<file path="src/rtl/mon_mix_pkg.sv">
package mon_mix_pkg;

    typedef enum logic [1:0] {
        ROUTE_OFF    = 2'd0,
        ROUTE_OUT1   = 2'd1,
        ROUTE_OUT2   = 2'd2,
        ROUTE_CENTRE = 2'd3
    } route_e;

    typedef enum logic [1:0] {
        WORD_NONE   = 2'd0,
        WORD_STEREO = 2'd1,
        WORD_SINGLE = 2'd2,
        WORD_OTHER  = 2'd3
    } word_e;

    localparam logic [31:0] WVAL_NONE   = 32'h0000_0000;
    localparam logic [31:0] WVAL_STEREO = 32'h1800_0000;
    localparam logic [31:0] WVAL_SINGLE = 32'h2000_0000;

    function automatic word_e classify_word(input logic [31:0] w);
        if (w == WVAL_NONE)        return WORD_NONE;
        else if (w == WVAL_STEREO) return WORD_STEREO;
        else if (w == WVAL_SINGLE) return WORD_SINGLE;
        else                       return WORD_OTHER;
    endfunction

    function automatic route_e pair_to_route(input word_e l, input word_e r);
        if (l == WORD_SINGLE && r == WORD_NONE)        return ROUTE_OUT1;
        else if (l == WORD_NONE && r == WORD_SINGLE)   return ROUTE_OUT2;
        else if (l == WORD_STEREO && r == WORD_STEREO) return ROUTE_CENTRE;
        else                                           return ROUTE_OFF;
    endfunction

endpackage

</file>
<file path="src/rtl/mon_route_regs.sv">
module mon_route_regs
    import mon_mix_pkg::*;
#(
    parameter int          NUM_IN    = 18,
    parameter int          ADDR_W    = 32,
    parameter logic [31:0] BASE_ADDR = 32'hE000_0300
) (
    input  logic                clk,
    input  logic                rst_n,
    input  logic                wr_en,
    input  logic [ADDR_W-1:0]   wr_addr,
    input  logic [31:0]         wr_data,
    output logic [2*NUM_IN-1:0] route
);

    localparam int IDX_W = (NUM_IN > 1) ? $clog2(NUM_IN) : 1;
    localparam logic [ADDR_W-1:0] BASE = ADDR_W'(BASE_ADDR);
    localparam logic [ADDR_W-1:0] SPAN = ADDR_W'(NUM_IN * 8);

    logic [ADDR_W-1:0] offset;
    logic              hit;
    logic [IDX_W-1:0]  slot;
    logic              right_side;
    word_e             wcode;

    always_comb begin
        offset     = wr_addr - BASE;
        hit        = wr_en && (wr_addr >= BASE) && (offset < SPAN) && (offset[1:0] == 2'b00);
        slot       = offset[IDX_W+2:3];
        right_side = offset[2];
        wcode      = classify_word(wr_data);
    end

    for (genvar i = 0; i < NUM_IN; i++) begin : g_chan
        word_e left_q;
        word_e right_q;

        always_ff @(posedge clk or negedge rst_n) begin
            if (!rst_n) begin
                left_q  <= WORD_NONE;
                right_q <= WORD_NONE;
            end else if (hit && slot == IDX_W'(i)) begin
                if (right_side) right_q <= wcode;
                else            left_q  <= wcode;
            end
        end

        assign route[2*i +: 2] = pair_to_route(left_q, right_q);
    end

endmodule

</file>
<file path="src/rtl/mon_sum_sat.sv">
module mon_sum_sat
    import mon_mix_pkg::*;
#(
    parameter int NUM_IN = 18,
    parameter int SW     = 24,
    parameter int ACC_W  = SW + 6
) (
    input  logic [NUM_IN*SW-1:0] smp_bus,
    input  logic [2*NUM_IN-1:0]  route,
    output logic [SW-1:0]        mix1,
    output logic [SW-1:0]        mix2
);

    localparam logic signed [ACC_W-1:0] MAXV = ACC_W'((64'sd1 <<< (SW-1)) - 64'sd1);
    localparam logic signed [ACC_W-1:0] MINV = -MAXV - ACC_W'(1);

    function automatic logic [SW-1:0] clip(input logic signed [ACC_W-1:0] a);
        if (a > MAXV)      return MAXV[SW-1:0];
        else if (a < MINV) return MINV[SW-1:0];
        else               return a[SW-1:0];
    endfunction

    logic signed [ACC_W-1:0] acc1;
    logic signed [ACC_W-1:0] acc2;
    logic        [SW-1:0]    smp;
    logic signed [ACC_W-1:0] full;
    logic signed [ACC_W-1:0] half;

    always_comb begin
        acc1 = '0;
        acc2 = '0;
        smp  = '0;
        full = '0;
        half = '0;
        for (int i = 0; i < NUM_IN; i++) begin
            smp  = smp_bus[i*SW +: SW];
            full = {{(ACC_W-SW){smp[SW-1]}}, smp};
            half = full >>> 1;
            unique case (route_e'(route[2*i +: 2]))
                ROUTE_OFF:    ;
                ROUTE_OUT1:   acc1 = acc1 + full;
                ROUTE_OUT2:   acc2 = acc2 + full;
                ROUTE_CENTRE: begin
                    acc1 = acc1 + half;
                    acc2 = acc2 + half;
                end
            endcase
        end
        mix1 = clip(acc1);
        mix2 = clip(acc2);
    end

endmodule

</file>
<file path="src/rtl/mon_mix_top.sv">
module mon_mix_top
    import mon_mix_pkg::*;
#(
    parameter int          NUM_IN    = 18,
    parameter int          SAMPLE_W  = 24,
    parameter logic [31:0] BASE_ADDR = 32'hE000_0300
) (
    input  logic                         clk,
    input  logic                         rst_n,
    input  logic                         wr_en,
    input  logic [31:0]                  wr_addr,
    input  logic [31:0]                  wr_data,
    input  logic                         smp_valid,
    input  logic [NUM_IN*SAMPLE_W-1:0]   smp_bus,
    output logic [SAMPLE_W-1:0]          mix_out1,
    output logic [SAMPLE_W-1:0]          mix_out2,
    output logic                         mix_valid
);

    localparam int ACC_W = SAMPLE_W + $clog2(NUM_IN + 1) + 1;

    logic [2*NUM_IN-1:0]  route_w;
    logic [SAMPLE_W-1:0]  sum1_w;
    logic [SAMPLE_W-1:0]  sum2_w;

    mon_route_regs #(
        .NUM_IN    (NUM_IN),
        .ADDR_W    (32),
        .BASE_ADDR (BASE_ADDR)
    ) u_regs (
        .clk     (clk),
        .rst_n   (rst_n),
        .wr_en   (wr_en),
        .wr_addr (wr_addr),
        .wr_data (wr_data),
        .route   (route_w)
    );

    mon_sum_sat #(
        .NUM_IN (NUM_IN),
        .SW     (SAMPLE_W),
        .ACC_W  (ACC_W)
    ) u_sum (
        .smp_bus (smp_bus),
        .route   (route_w),
        .mix1    (sum1_w),
        .mix2    (sum2_w)
    );

    always_ff @(posedge clk or negedge rst_n) begin
        if (!rst_n) begin
            mix_out1  <= '0;
            mix_out2  <= '0;
            mix_valid <= 1'b0;
        end else begin
            mix_valid <= smp_valid;
            if (smp_valid) begin
                mix_out1 <= sum1_w;
                mix_out2 <= sum2_w;
            end
        end
    end

endmodule

</file>
<file path="config.mk">
export PLATFORM = sky130hd
export DESIGN_NAME = mon_mix_top
export DESIGN_NICKNAME = d
export VERILOG_FILES = /design/src/rtl/mon_mix_pkg.sv /design/src/rtl/mon_route_regs.sv /design/src/rtl/mon_sum_sat.sv /design/src/rtl/mon_mix_top.sv
export SDC_FILE = /design/constraint.sdc
export NUM_CORES = 2
export LEC_CHECK = 0
export BUFFER_PORTS_ARGS = -buffer_cell sky130_fd_sc_hd__buf_4
export CORE_MARGIN = 5
export CORE_UTILIZATION = 60
export DETAILED_ROUTE_END_ITERATION = 8
export GPL_TIMING_DRIVEN = 0
export PLACE_DENSITY = 0.8
export REMOVE_ABC_BUFFERS = 1
export SLEW_MARGIN = 15
export SYNTH_ARGS = -nofsm -noshare
export SYNTH_HDL_FRONTEND = slang
export SYNTH_HIERARCHICAL = 1
export SYNTH_SLANG_ARGS = --single-unit
</file>
<file path="constraint.sdc">
create_clock -name clk -period 40 [get_ports clk]
set_input_delay 6 -clock clk [delete_from_list [all_inputs] [get_ports clk]]
set_output_delay 6 -clock clk [all_outputs]
set_load 0.05 [all_outputs]
</file>
==> results.toml <==
[timing]
finalSetupViolCount = 0
timing.final.crit_share_pct = 91.4
period_needed_ps = 36550
final-hold-violation-count = 0
skew_ps = 10.5
finalWorstSetupSlack_ps = 3450
setup_tns_ps = 0
maxSlewViolCount = 0
worst_pin_slew_ps = 1340
worst_hold_slack_ps = 511
grt_setup_unrepaired = "false"
max-slew-margin-rel_pct = 9.39
max_freq_mhz = 27.4

[synthesis]
synth_edf_count = 0
synth-async-reset-ratio_pct = 100
synth_area_leaders = "ha_1, mux2_2, a21oi_1, xnor2_1, nand2_1"
ys_seq_area_share_pct = 4.13
synth_top_area_share_pct = 16.7
syn_area_per_cell_sq_um = 7.17
ys_warn_count = 6
yosys.cell_count.top_type = "nand2_1"
synthCells = 10228
synth_common_cells = "nand2_1, ha_1, nor2_1"
synth_top_area_cell = "ha_1"
ys_types = 114
syn_area_sq_um = 73300
synth-seq-cells = 121
synth_ff_type = "dfrtp_1"

[cells_and_area]
area_growth_pct = 8.93
fin_cells = 12153
multiInputGateArea_sq_um = 67500
fin_util_pct = 65.7
nets = 12019
ff_latch_area_sq_um = 3030
drive_gt1_share_pct = 14.5
n_fill_cell = 10708

[power]
power_leakage_uw = 0.0396
max-vdd-ir-drop_mv = 0.0291
cellPowerDensity_nw_per_um2 = 7.25

[global_routing]
grt_pass1_vias = 78306
grt_first_pass_wirelength_mm = 457
grt_use_total_pct = 44.1
grt_max_degree = 91
grt-ovfl-total = 0
antenna_found_initial = 13

[detailed_routing]
dr.pass1.iters = 9
drc = 0
post_drt_wl_per_cell_um = 25.3
ant_nets = 0
drtIter0Drc = 10600
viasPerCell = 6.95
vias = 84505
route.final.wire_length_mm = 308

[clocking]
cts_tree = "done"
clkLatencyLatePin_ps = 440
clk_path_buf_depth = 2
cts_resized = 0
post_cts.repair.setup_buffers = 0
path_clk_slew_ps = 60
cts-htree-levels = 4
ctsRootBufferMaster = "clkbuf_16"
hold_buffers = 0
cts.sinks = 121
numCtsBuffers = 17

[placement]
gp_congestion = 1.10
io_buffers = 548
dpl.hpwl_mm = 257
post-place-ws_ps = 4160
dp.cells = 12114

[critical_path]
worstPathRequired_ps = 40320
cp_common_cell = "ha_1"
cpMaxStageDelayCell = "a211oi_1"
start_kind = "input pin"
cp_top_family = "compound AO/OA/AOI/OAI gates"
worst_setup_path_end_kind = "flop"
path_buf_inv = 5
crit_type = "in2reg"
critPathMaxFanout = 23
critPathMaxStageDelay_ps = 900
cp.arrival_ps = 36870

[floorplanning]
fp.dieH_um = 360
die_area_sq_um = 129000
rows = 128
pin_count = 549
core_sq_um = 122000
start_util_pct = 60.3
die_w_um = 360

[run]
drv_cap = 0

[run_status]
status = "completed"

[min_path]
holdCritPathClass = "reg2reg"
==> kinds of logic (layout without fill, tap and decap cells) <==
family / after synthesis / count (layout) / share of synthesized area (%)
xor+xnor: 721 / 721 / 8.76
buf+inv: 782 / 1075 / 4.17
flops: 121 / 121 / 4.13
compound gates: 3459 / 3459 / 31.3
other cells: 0 / 7 / 0
fa+ha+maj: 1011 / 1011 / 17.6
mux: 845 / 845 / 12.9
simple gates: 3289 / 3289 / 21.2
==> final cells by class <==
type / instances / area share, %
Antenna cell: 7 / 0.0219
Clock buffer: 19 / 0.542
Clock inverter: 13 / 0.211
Inverter: 457 / 2.15
Multi-Input combinational cell: 9325 / 84.6
Sequential cell: 121 / 3.79
Tap cell: 1625 / 2.55
Timing Repair Buffer: 586 / 6.18
==> registers in the layout, summed over array words and instances, names as in the netlist <==
register	flops
u_regs/g_chan.left_q	36
mix_out1	24
u_regs/g_chan.right_q	36
mix_valid	1
mix_out2	24
==> power by group <==
group	leakage, uW	internal [uW]	switching (uW)	total, uW
Clock	0.000292	98.7	67.0	166
Sequential	0.00169	122	0.0166	122
Combinational	0.0377	125	165	291
==> final timing paths <==
kind,slack [ps],from,to,depth (start not counted)
max,3450,smp_bus[2],mix_out1[15]$_DFFE_PN0P_,125
min,510,mix_out2[22]$_DFFE_PN0P_,mix_out2[22]$_DFFE_PN0P_,1
max reg2reg,7210,u_regs/g_chan[1].left_q[0]$_DFFE_PN0P_,mix_out1[15]$_DFFE_PN0P_,126
min reg2reg,510,mix_out2[22]$_DFFE_PN0P_,mix_out2[22]$_DFFE_PN0P_,1
max in group asynchronous,33780,rst_n,u_regs/g_chan[8].right_q[0]$_DFFE_PN0P_,2
min in group asynchronous,5450,rst_n,mix_out1[13]$_DFFE_PN0P_,1
==> per-layer routing <==
metal / vias to the layer above / GRT usage [%] / wire length, um
met2: 5018 / 69.1 / 131000
met3: 1113 / 8.12 / 32200
li1: 38910 / - / -
met5: - / 0 / 74
met4: 10 / 28.3 / 25000
met1: 39454 / 55.7 / 120000
==> layout by cell type, fill, tap and decap left out, types with 270 or more instances in the layout <==
| master | count |
|---|---|
| ha_1 | 977 |
| xor2_1 | 270 |
| buf_4 | 547 |
| a21o_1 | 371 |
| xnor2_1 | 443 |
| nor2_1 | 879 |
| mux2_2 | 662 |
| o21ai_0 | 692 |
| inv_1 | 440 |
| a21oi_1 | 833 |
| nand2_1 | 992 |
==> through the flow <==
| step | cell area, sq um | total power (uW) |
|---|---|---|
| 2_1_floorplan | 72000 | 299 |
| 3_3_place_gp | 78100 | 397 |
| 3_5_place_dp | 79200 | 404 |
| 4_1_cts | 79800 | 570 |
| 5_1_grt | 79800 | 606 |
| 6_report | 79900 | 579 |
Power figures use the tool's default switching activity.
